File: config.mk
export PLATFORM = sky130hd
export DESIGN_NAME = adc_trig_scan
export DESIGN_NICKNAME = d
export VERILOG_FILES = /design/src/rtl/adts_pkg.sv /design/src/rtl/adts_sync.sv /design/src/rtl/adts_countdown.sv /design/src/rtl/adts_chan_seq.sv /design/src/rtl/adc_trig_scan.sv
export SDC_FILE = /design/constraint.sdc
export NUM_CORES = 1
export LEC_CHECK = 0
export ABC_AREA = 1
export ABC_CLOCK_PERIOD_IN_PS = 4100
export BUFFER_PORTS_ARGS = -buffer_cell sky130_fd_sc_hd__buf_2
export CORE_UTILIZATION = 30
export DETAILED_ROUTE_END_ITERATION = 8
export SLEW_MARGIN = 25
export SYNTH_ARGS = -nofsm -noshare
export SYNTH_HDL_FRONTEND = slang
export SYNTH_SLANG_ARGS = --single-unit
File: constraint.sdc
create_clock -name clk -period 4.1 [get_ports clk]
set_input_delay 0.205 -clock clk [delete_from_list [all_inputs] [get_ports clk]]
set_output_delay 0.205 -clock clk [all_outputs]
set_load 0.02 [all_outputs]
File: src/rtl/adts_pkg.sv
package adts_pkg;

    typedef enum logic [1:0] {
        S_IDLE = 2'd0,
        S_FIRE = 2'd1,
        S_CONV = 2'd2,
        S_GAP  = 2'd3
    } adts_state_e;

    // Longest scan interval in microseconds (code 3)
    localparam int unsigned GAP_US_MAX = 15;

    // Scan interval in microseconds for each 2-bit code
    function automatic int unsigned scan_gap_us(input logic [1:0] code);
        int unsigned us;
        unique case (code)
            2'd0: us = 4;
            2'd1: us = 5;
            2'd2: us = 10;
            default: us = GAP_US_MAX;
        endcase
        return us;
    endfunction

endpackage

File: src/rtl/adts_sync.sv
module adts_sync #(
    parameter int N    = 2,
    parameter bit EDGE = 1'b1
) (
    input  logic         clk,
    input  logic         rst_n,
    input  logic [N-1:0] din,
    output logic [N-1:0] q
);

    genvar i;
    generate
        for (i = 0; i < N; i++) begin : g_bit
            if (EDGE) begin : g_edge
                logic [2:0] sh;
                always_ff @(posedge clk or negedge rst_n) begin
                    if (!rst_n) sh <= '0;
                    else        sh <= {sh[1:0], din[i]};
                end
                assign q[i] = sh[2] & ~sh[1];

                // a detected falling edge lasts exactly one cycle
                a_r4_edge_single: assert property (@(posedge clk) disable iff (!rst_n)
                    q[i] |=> !q[i]);
            end else begin : g_level
                logic [1:0] sh;
                always_ff @(posedge clk or negedge rst_n) begin
                    if (!rst_n) sh <= '0;
                    else        sh <= {sh[0], din[i]};
                end
                assign q[i] = sh[1];
            end
        end
    endgenerate

endmodule

File: src/rtl/adts_countdown.sv
module adts_countdown #(
    parameter int W = 8
) (
    input  logic         clk,
    input  logic         rst_n,
    input  logic         load,
    input  logic [W-1:0] load_val,
    output logic         busy
);

    logic [W-1:0] cnt;

    always_ff @(posedge clk or negedge rst_n) begin
        if (!rst_n)           cnt <= '0;
        else if (load)        cnt <= load_val;
        else if (cnt != '0)   cnt <= cnt - 1'b1;
    end

    assign busy = (cnt != '0);

    // an unloaded counter only ever steps down by one
    a_r10_count_step: assert property (@(posedge clk) disable iff (!rst_n)
        (!load && busy) |=> (cnt == $past(cnt) - 1'b1));

endmodule

File: src/rtl/adts_chan_seq.sv
module adts_chan_seq #(
    parameter int CH_W = 5
) (
    input  logic            clk,
    input  logic            rst_n,
    input  logic            lo_wr,
    input  logic [CH_W-1:0] lo_data,
    input  logic            hi_wr,
    input  logic [CH_W-1:0] hi_data,
    input  logic            adv,
    output logic [CH_W-1:0] cur,
    output logic            at_hi,
    output logic            moved
);

    logic [CH_W-1:0] lo_q;
    logic [CH_W-1:0] hi_q;
    logic [CH_W-1:0] nxt;

    always_comb begin
        at_hi = (cur == hi_q);
        nxt   = at_hi ? lo_q : CH_W'(cur + 1'b1);
        moved = lo_wr || (adv && (nxt != cur));
    end

    always_ff @(posedge clk or negedge rst_n) begin
        if (!rst_n) begin
            lo_q <= '0;
            hi_q <= '0;
            cur  <= '0;
        end else begin
            if (lo_wr) lo_q <= lo_data;
            if (hi_wr) hi_q <= hi_data;
            if (lo_wr)    cur <= lo_data;
            else if (adv) cur <= nxt;
        end
    end

    // a low-channel write lands in the current channel
    a_r5_lo_load: assert property (@(posedge clk) disable iff (!rst_n)
        lo_wr |=> (cur == $past(lo_data)));

    // advancing from the high channel returns to the low channel
    a_r6_wrap: assert property (@(posedge clk) disable iff (!rst_n)
        (adv && !lo_wr && (cur == hi_q)) |=> (cur == $past(lo_q)));

endmodule

File: src/rtl/adc_trig_scan.sv
module adc_trig_scan #(
    parameter int CLK_MHZ   = 100,
    parameter int SETTLE_US = 10,
    parameter int CH_W      = 5
) (
    input  logic            clk,
    input  logic            rst_n,
    input  logic            sw_start,
    input  logic            hw_clk_en,
    input  logic            clk_sel,
    input  logic            gate_en,
    input  logic            scan_en,
    input  logic [1:0]      scan_code,
    input  logic            int_tick,
    input  logic            ext_trig,
    input  logic            gate_pin,
    input  logic            lo_wr,
    input  logic [CH_W-1:0] lo_data,
    input  logic            hi_wr,
    input  logic [CH_W-1:0] hi_data,
    input  logic            cfg_change,
    input  logic            conv_busy,
    input  logic            conv_done,
    output logic            conv_start,
    output logic [CH_W-1:0] chan,
    output logic            status,
    output logic            settling
);
    import adts_pkg::*;

    localparam int unsigned MAX_US  = (SETTLE_US > GAP_US_MAX) ? SETTLE_US : GAP_US_MAX;
    localparam int unsigned MAX_CYC = MAX_US * CLK_MHZ;
    localparam int          CNT_W   = $clog2(MAX_CYC + 1);
    localparam logic [CNT_W-1:0] SETTLE_CYC = CNT_W'(SETTLE_US * CLK_MHZ);

    adts_state_e state_q, state_d;

    logic [1:0]       trig_fall;
    logic [0:0]       gate_lvl;
    logic             hw_trig;
    logic             gate_ok;
    logic             sw_ok;
    logic             accept;
    logic             adv;
    logic             at_hi;
    logic             moved;
    logic             gap_busy;
    logic [CNT_W-1:0] gap_val;

    // Trigger edge detection: bit 0 internal timer, bit 1 external pin
    adts_sync #(.N(2), .EDGE(1'b1)) u_trig_sync (
        .clk   (clk),
        .rst_n (rst_n),
        .din   ({ext_trig, int_tick}),
        .q     (trig_fall)
    );

    adts_sync #(.N(1), .EDGE(1'b0)) u_gate_sync (
        .clk   (clk),
        .rst_n (rst_n),
        .din   (gate_pin),
        .q     (gate_lvl)
    );

    adts_chan_seq #(.CH_W(CH_W)) u_chan (
        .clk     (clk),
        .rst_n   (rst_n),
        .lo_wr   (lo_wr),
        .lo_data (lo_data),
        .hi_wr   (hi_wr),
        .hi_data (hi_data),
        .adv     (adv),
        .cur     (chan),
        .at_hi   (at_hi),
        .moved   (moved)
    );

    adts_countdown #(.W(CNT_W)) u_settle (
        .clk      (clk),
        .rst_n    (rst_n),
        .load     (moved || cfg_change),
        .load_val (SETTLE_CYC),
        .busy     (settling)
    );

    adts_countdown #(.W(CNT_W)) u_gap (
        .clk      (clk),
        .rst_n    (rst_n),
        .load     (adv),
        .load_val (gap_val),
        .busy     (gap_busy)
    );

    always_comb begin
        hw_trig = hw_clk_en && (clk_sel ? trig_fall[0] : trig_fall[1]);
        gate_ok = !gate_en || gate_lvl[0];
        sw_ok   = sw_start && !hw_clk_en;
        accept  = !settling && gate_ok && (sw_ok || hw_trig);
        adv     = (state_q == S_CONV) && conv_done;
        gap_val = CNT_W'(scan_gap_us(scan_code) * CLK_MHZ);
    end

    // State register
    always_ff @(posedge clk or negedge rst_n) begin
        if (!rst_n) state_q <= S_IDLE;
        else        state_q <= state_d;
    end

    // Next-state logic
    always_comb begin
        state_d = state_q;
        unique case (state_q)
            S_IDLE: if (accept) state_d = S_FIRE;
            S_FIRE: state_d = S_CONV;
            S_CONV: if (conv_done) state_d = (scan_en && !at_hi) ? S_GAP : S_IDLE;
            S_GAP:  if (!gap_busy && !settling && gate_ok) state_d = S_FIRE;
        endcase
    end

    // Outputs
    always_comb begin
        conv_start = (state_q == S_FIRE);
        status     = scan_en ? (state_q != S_IDLE) : conv_busy;
    end

    // start pulse is one cycle wide
    a_r11_start_pulse: assert property (@(posedge clk) disable iff (!rst_n)
        conv_start |=> !conv_start);

    // an idle controller that is settling does not fire
    a_r10_hold_settling: assert property (@(posedge clk) disable iff (!rst_n)
        ((state_q == S_IDLE) && settling) |=> !conv_start);

    // no new start while the converter has not finished
    a_r2_conv_hold: assert property (@(posedge clk) disable iff (!rst_n)
        ((state_q == S_CONV) && !conv_done) |=> !conv_start);

    // with hardware clocking only a hardware edge can fire
    a_r3_sw_blocked: assert property (@(posedge clk) disable iff (!rst_n)
        ((state_q == S_IDLE) && hw_clk_en && !hw_trig) |=> !conv_start);

    // a scan start raises status
    a_r8_scan_status: assert property (@(posedge clk) disable iff (!rst_n)
        (scan_en && conv_start) |-> status);

endmodule

# Yosys cells after proc, flatten, opt, wreduce, memory -nomap -nowiden
# Index checks and enable logic that the tools add are counted.
[op_classes]
add_sub_neg = 3
mul = 1
eq_ne = 10
n_mux = 15
bitwise = 4
n_reduce_logical = 27
[ops]
columns = ["cell", "n"]
rows = [
  ["two-way mux 11 bit", 4],
  ["multiplier 32 x 5 -> 9 bit, second input constant", 1],
  ["nonzero test 11 bit", 2],
  ["subtractor 11 x 1 -> 11 bit, second input constant", 2],
  ["two-way mux 5 bit", 3],
  ["one-hot mux 4 bit (3 select lines)", 1],
  ["logical AND 1 bit", 9],
  ["two-way mux 2 bit", 4],
  ["one-hot mux 2 bit (4 select lines)", 1],
  ["nonzero test 2 bit", 4],
  ["== test 2 bit, second input constant", 3],
  ["!= test 2 bit, second input constant", 3],
  ["adder 5 x 1 -> 5 bit, second input constant", 1],
  ["== test 5 bit", 1],
  ["zero test 1 bit", 5],
  ["!= test 5 bit", 1],
  ["== test 2 x 1 -> 1 bit, second input constant", 2],
  ["zero test 2 bit", 2],
  ["logical OR 1 bit", 4],
  ["AND reduction 3 bit", 1],
  ["AND 1 bit", 2],
  ["two-way mux 1 bit", 2],
  ["inverter 1 bit", 2],
]
[word_totals]
regBits = 47
input_bits = 27
out_inout_bits = 8
elab_cells = 69

# Longest topological paths before layout
[depth]
ltp_word = 8
ltp_mapped = 15

# Hierarchy
# Synthesis repeated with hierarchy kept, for this count alone.
[unflattened]
hier_cells = 412
hier_area_um2 = 3108.0
[by_module_without_submodules]
columns = ["module", "n_inst", "cells_per_inst", "area_per_inst_um2", "seq_area_each_um2"]
rows = [
  ["adts_countdown", 2, 108, 758.2, 275.3],
  ["adts_chan_seq", 1, 122, 938.4, 375.4],
  ["adc_trig_scan", 1, 62, 432.9, 50.0],
  ["adts_sync (u_trig_sync)", 1, 10, 170.2, 150.1],
  ["adts_sync (u_gate_sync)", 1, 2, 50.0, 50.0],
]

# Least setup slack after synthesis
# OpenSTA, ideal clock, no wires.
[synth_timing]
kind = "flip-flop to flip-flop"
startpoint = "register u_chan.cur[0]"
endpoint = "register u_settle.cnt[10]"
setup_time_ns = 0.122
arrival_time_ns = 1.646
required_time_ns = 3.978
setup_slack_ns = 2.332
stages_incl_launch_ff = 16
path_buffers = 0
synth_period_minus_slack_ns = 1.768
path_cell_list = "dfrtp_1 inv_1 nand2_1 nand2_1 nor2_4 inv_2 nor2_4 nand2_1 nand2_1 nand2_1 nand2_1 nor2_2 nand2_2 nand2_4 nand2_4 nor2_2"
[synth_via]
elab_chain_len = 7
word_cells_on_any_way = 9
classes_between = "add/sub (1); eq/ne (2); mux (2); reduce/logical (4)"
[synth_lines]
columns = ["item", "line", "rtl"]
rows = [
  ["from (decl)", "adts_chan_seq.sv:11", "output logic [CH_W-1:0] cur,"],
  ["from (signal assigned)", "adts_chan_seq.sv:34", "if (lo_wr) cur <= lo_data;"],
  ["from (signal assigned)", "adts_chan_seq.sv:35", "else if (adv) cur <= nxt;"],
  ["adder 5 x 1 -> 5 bit / == test 5 bit (equally long branches)", "adts_chan_seq.sv:22, adts_chan_seq.sv:21", ""],
  ["two-way mux 5 bit", "adts_chan_seq.sv:22", "nxt = at_hi ? lo_q : CH_W'(cur + 1'b1);"],
  ["!= test 5 bit (*)", "adts_chan_seq.sv:23", "moved = lo_wr || (adv && (nxt != cur));"],
  ["logical AND 1 bit (*)", "adts_chan_seq.sv:23", ""],
  ["logical OR 1 bit (*)", "adts_chan_seq.sv:23", ""],
  ["logical OR 1 bit (*)", "adc_trig_scan.sv:81", ".load (moved || cfg_change),"],
  ["two-way mux 11 bit / nonzero test 2 bit (equally long branches)", "--", ""],
  ["to (signal assigned)", "adts_countdown.sv:15", "else if (load) cnt <= load_val;"],
  ["to (signal assigned)", "adts_countdown.sv:16", "else if (cnt != '0) cnt <= cnt - 1'b1;"],
  ["to (decl)", "adts_countdown.sv:11", "logic [W-1:0] cnt;"],
]
# Every way passes the cells marked *; elsewhere a longest branch is shown, timed or not.
# A chain may end at the register's enable or synchronous reset.

# Final worst setup path
[layout_timing]
startpoint = "register state_q[0]"
endpoint = "register u_gap.cnt[8]"
[layout_via]
elab_chain_len = 3
word_cells_on_any_way = 4
classes_between = "eq/ne (1); mux (1); reduce/logical (2)"
[layout_lines]
columns = ["item", "line", "rtl"]
rows = [
  ["from (decl)", "adc_trig_scan.sv:36", "adts_state_e state_q, state_d;"],
  ["from (signal assigned)", "adc_trig_scan.sv:106", "else state_q <= state_d;"],
  ["== test 2 bit (*)", "adc_trig_scan.sv:99", "adv = (state_q == S_CONV) && conv_done;"],
  ["logical AND 1 bit (*)", "adc_trig_scan.sv:99", ""],
  ["two-way mux 11 bit / nonzero test 2 bit (equally long branches)", "--", ""],
  ["to (signal assigned)", "adts_countdown.sv:15", ""],
  ["to (signal assigned)", "adts_countdown.sv:16", ""],
  ["to (decl)", "adts_countdown.sv:11", ""],
]
# Marked as above.

==> results.cfg <==
[routing]
number_of_design_rule_violations_left_after_detail_routing = 0
first_iter_violations = 111
routedLengthMet1_um = 2700
drt_pass1_iterations = 4
met2_wirelength_um = 2700
wl_met3_um = 148
drt-wirelength-per-cell_um = 11.9
via_count = 2184
antenna_violating_nets_post_route = 0
uppermost_layer_routed = met4
via_per_inst = 4.63
wirelength_um = 5610

[power_and_ir_drop]
power_switching_uw = 267
internal-power_uw = 661
irDropWorstVdd_mv = 0.158
power_frac_clock = 0.294
p_comb_frac = 0.167
share_seq_of_total_power = 0.539
pwr_density_cell_nw_per_um2 = 301
swShare = 0.288
total_power_uw = 928
cellLeakagePower_nw = 1.44

[global_route]
grt_max_degree = 48
number_of_global_route_vias_before_repair = 2126
grt_first_pass_wirelength_um = 9670
globalRouteTotalUtil = 0.134
antenna_found_initial = 0
grt_remaining_overflow = 0

[cts]
clk-insertion-delay-late_ns = 0.30
clk_pin_slew_worst_paths_ns = 0.08
clock_tree.buffer_depth = 2
htree_levels = 2
cts_tree = done
tritoncts_buffer_count = 5
cts_sinks = 47
ctsRootBufferMaster = clkbuf_8
post_cts_buffers = 0

[synthesis]
synth.ff_latch_count = 47
synth-warning-count = 0
synth_nets = 363
synthDistinctLibCells = 34
yosysSeqAreaShare = 0.438
syn_area_per_cell_um2 = 8.33
netlist_area_um2 = 2680
synth_cells = 322

[sta]
finalClockSkew_ns = 0.00686
setup-tns-final_ns = 0
slew_viol_final = 0
hold_violations = 17
rsz0062_at_grt = false
timing.hold.ws_ns = -0.0101
setup_viol_count_final = 0
worstMarginPinSlew_ns = 0.600
fin_crit_ns = 1.99
finalCritPeriodShare = 0.484
max_clock_freq_mhz = 504
slew_headroom = 0.600

[critical_path]
timing.critical_path.to_type = flop
worstSetupStartpointType = flop
crit_type = reg -> reg
timing.rr.start = state_q[0]
worst_r2r_path_depth = 8
worstPathRequired_ns = 4.28
rrSetupSlack_ns = 2.11
crit_path_max_fanout = 13
rr_endpoint = u_gap.cnt[8]
timing.critical_path.from = state_q[0]
worstPathArrival_ns = 2.17

[finish]
drive_above_1_share = 0.195
regArea_um2 = 1180
multiInputGateArea_um2 = 1330
design.final.nets = 404
diodes = 0
finalNonFillerCells = 472
nFillCells = 937
area_growth_pct = 15.0

[flow_run]
drv.max_cap_violation_count = 0

[floorplan]
initial_standard_cell_utilization_of_the_core = 0.309
coreArea_um2 = 8680
die-width_um = 96.6
dieArea_um2 = 9330
dieHeight_um = 96.6
std_cell_rows = 34
ios = 35

[run_status]
status = finished with violations
violations = negative hold slack

[placed_design]
post-place-cells = 462
portBuffers = 34
place.gp.congestion = 0.818
detailed_place_hpwl_um = 4340

[worst_hold_path]
min_path_type = in -> async
[registers in the layout, indices dropped and copies added, names as in the netlist]
signal / cells
u_chan.lo_q: 5
state_q: 2
u_settle.cnt: 11
u_gap.cnt: 11
u_chan.cur: 5
u_chan.hi_q: 5
u_trig_sync.g_bit.g_edge.sh: 6
u_gate_sync.g_bit.g_level.sh: 2
[area by class of cell]
class                      instances  share of cell area
multi-input combinational        229               0.432
sequential                        47               0.381
timing repair buffer              37              0.0640
inverter                          43              0.0527
tap                              108              0.0438
clock buffer                       7              0.0247
clock inverter                     1             0.00162
[power groups by stage]
stage,Combinational [mW],Clock (mW),Sequential [mW]
2_1_floorplan,0.100,0,0.512
3_3_place_gp,0.154,0,0.509
3_5_place_dp,0.155,0,0.510
4_1_cts,0.156,0.281,0.501
5_1_grt,0.176,0.300,0.504
6_report,0.155,0.273,0.500
[through the flow]
step	cell area (um^2)	util	hold WS, ns	setup WS [ns]
after floorplan	2680	-	-0.0906	2.33
after global placement	2990	0.344	0.314	2.15
after detailed placement	2990	0.344	0.314	2.11
after CTS	3070	0.353	0.00483	2.09
after global routing	3090	0.356	0.00438	1.93
final	3090	0.356	-0.0101	2.11
[cells by family (layout without fill, tap and decap cells)]
kind of cell	count (synthesis)	count (layout)	synth area share
mux	1	1	0.00420
simple gates	152	152	0.277
compound gates	48	48	0.102
flops	47	47	0.438
xor+xnor	14	14	0.0485
fa+ha+maj	14	14	0.0653
buf+inv	46	88	0.0648
[worst max-delay path by stage]
stage	to	cells past startpoint
after floorplan	u_settle.cnt[10]	15
after CTS	u_chan.cur[3]	6
final	u_gap.cnt[8]	8
after global placement	u_gap.cnt[8]	8
after detailed placement	u_gap.cnt[8]	8
after global routing	u_gap.cnt[8]	8
[Yosys cell counts]
cell type | count | area, um^2
nor2_2 | 7 | 43.8
nand3b_1 | 4 | 30.0
xor2_1 | 8 | 70.1
nand3_1 | 19 | 95.1
o22ai_1 | 3 | 18.8
nor4_1 | 1 | 6.26
inv_2 | 5 | 18.8
a21oi_1 | 4 | 20.0
nor2_1 | 22 | 82.6
nand4_1 | 4 | 25.0
a211oi_1 | 1 | 7.51
mux2_1 | 1 | 11.3
o41ai_1 | 1 | 8.76
inv_1 | 37 | 139
dfrtp_1 | 47 | 1180
nand3_4 | 1 | 17.5
clkinv_2 | 1 | 5.00
a31oi_1 | 4 | 25.0
or2_1 | 2 | 12.5
clkbuf_1 | 3 | 11.3
nor3b_1 | 1 | 7.51
o21ai_0 | 19 | 95.1
xnor2_1 | 5 | 43.8
nand2_1 | 73 | 274
o221ai_1 | 5 | 43.8
nand2_2 | 7 | 43.8
nand2_4 | 2 | 22.5
xnor2_2 | 1 | 16.3
nor3_4 | 1 | 16.3
o21ai_1 | 11 | 55.1
or2_2 | 1 | 6.26
nor2_4 | 4 | 45.0
ha_1 | 14 | 175
nor3_1 | 3 | 15.0
[cell usage in the layout (no fill, tap or decap), types with 3 or more instances in the layout]
master and instances:
nand2_2 7, buf_2 34, nand2_1 73, nand4_1 4, dfrtp_1 47, inv_1 37
nor2_4 4, clkbuf_8 5, nor3_1 3, o21ai_1 11, nand3b_1 4, nand3_1 19
o21ai_0 19, o221ai_1 5, ha_1 14, nor2_2 7, nor2_1 22, xor2_1 8
xnor2_1 5, inv_2 5, o22ai_1 3, a31oi_1 4, a21oi_1 4
[worst max-delay path, cell delays in order, from the launching register on]
cell and delay (ns):
dfrtp_1 0.40, inv_1 0.08, ha_1 0.26, nand2_1 0.31, inv_1 0.26, o21ai_1 0.17
nand2_1 0.07, a211oi_1 0.25, nor2_1 0.07
[metal layers]
metal  vias to the layer above  GRT usage
met1                      1030      0.178
li1                       1120          -
met2                        27      0.225
met3                         7     0.0196
met4                         0     0.0441
met5                         -          0
[timing repair]
item | CTS | global route
hold buffers | 0 | 2
hold endpoints to repair | 0 | 2
resized for setup | 0 | 0
Power figures use the tool's default switching activity.
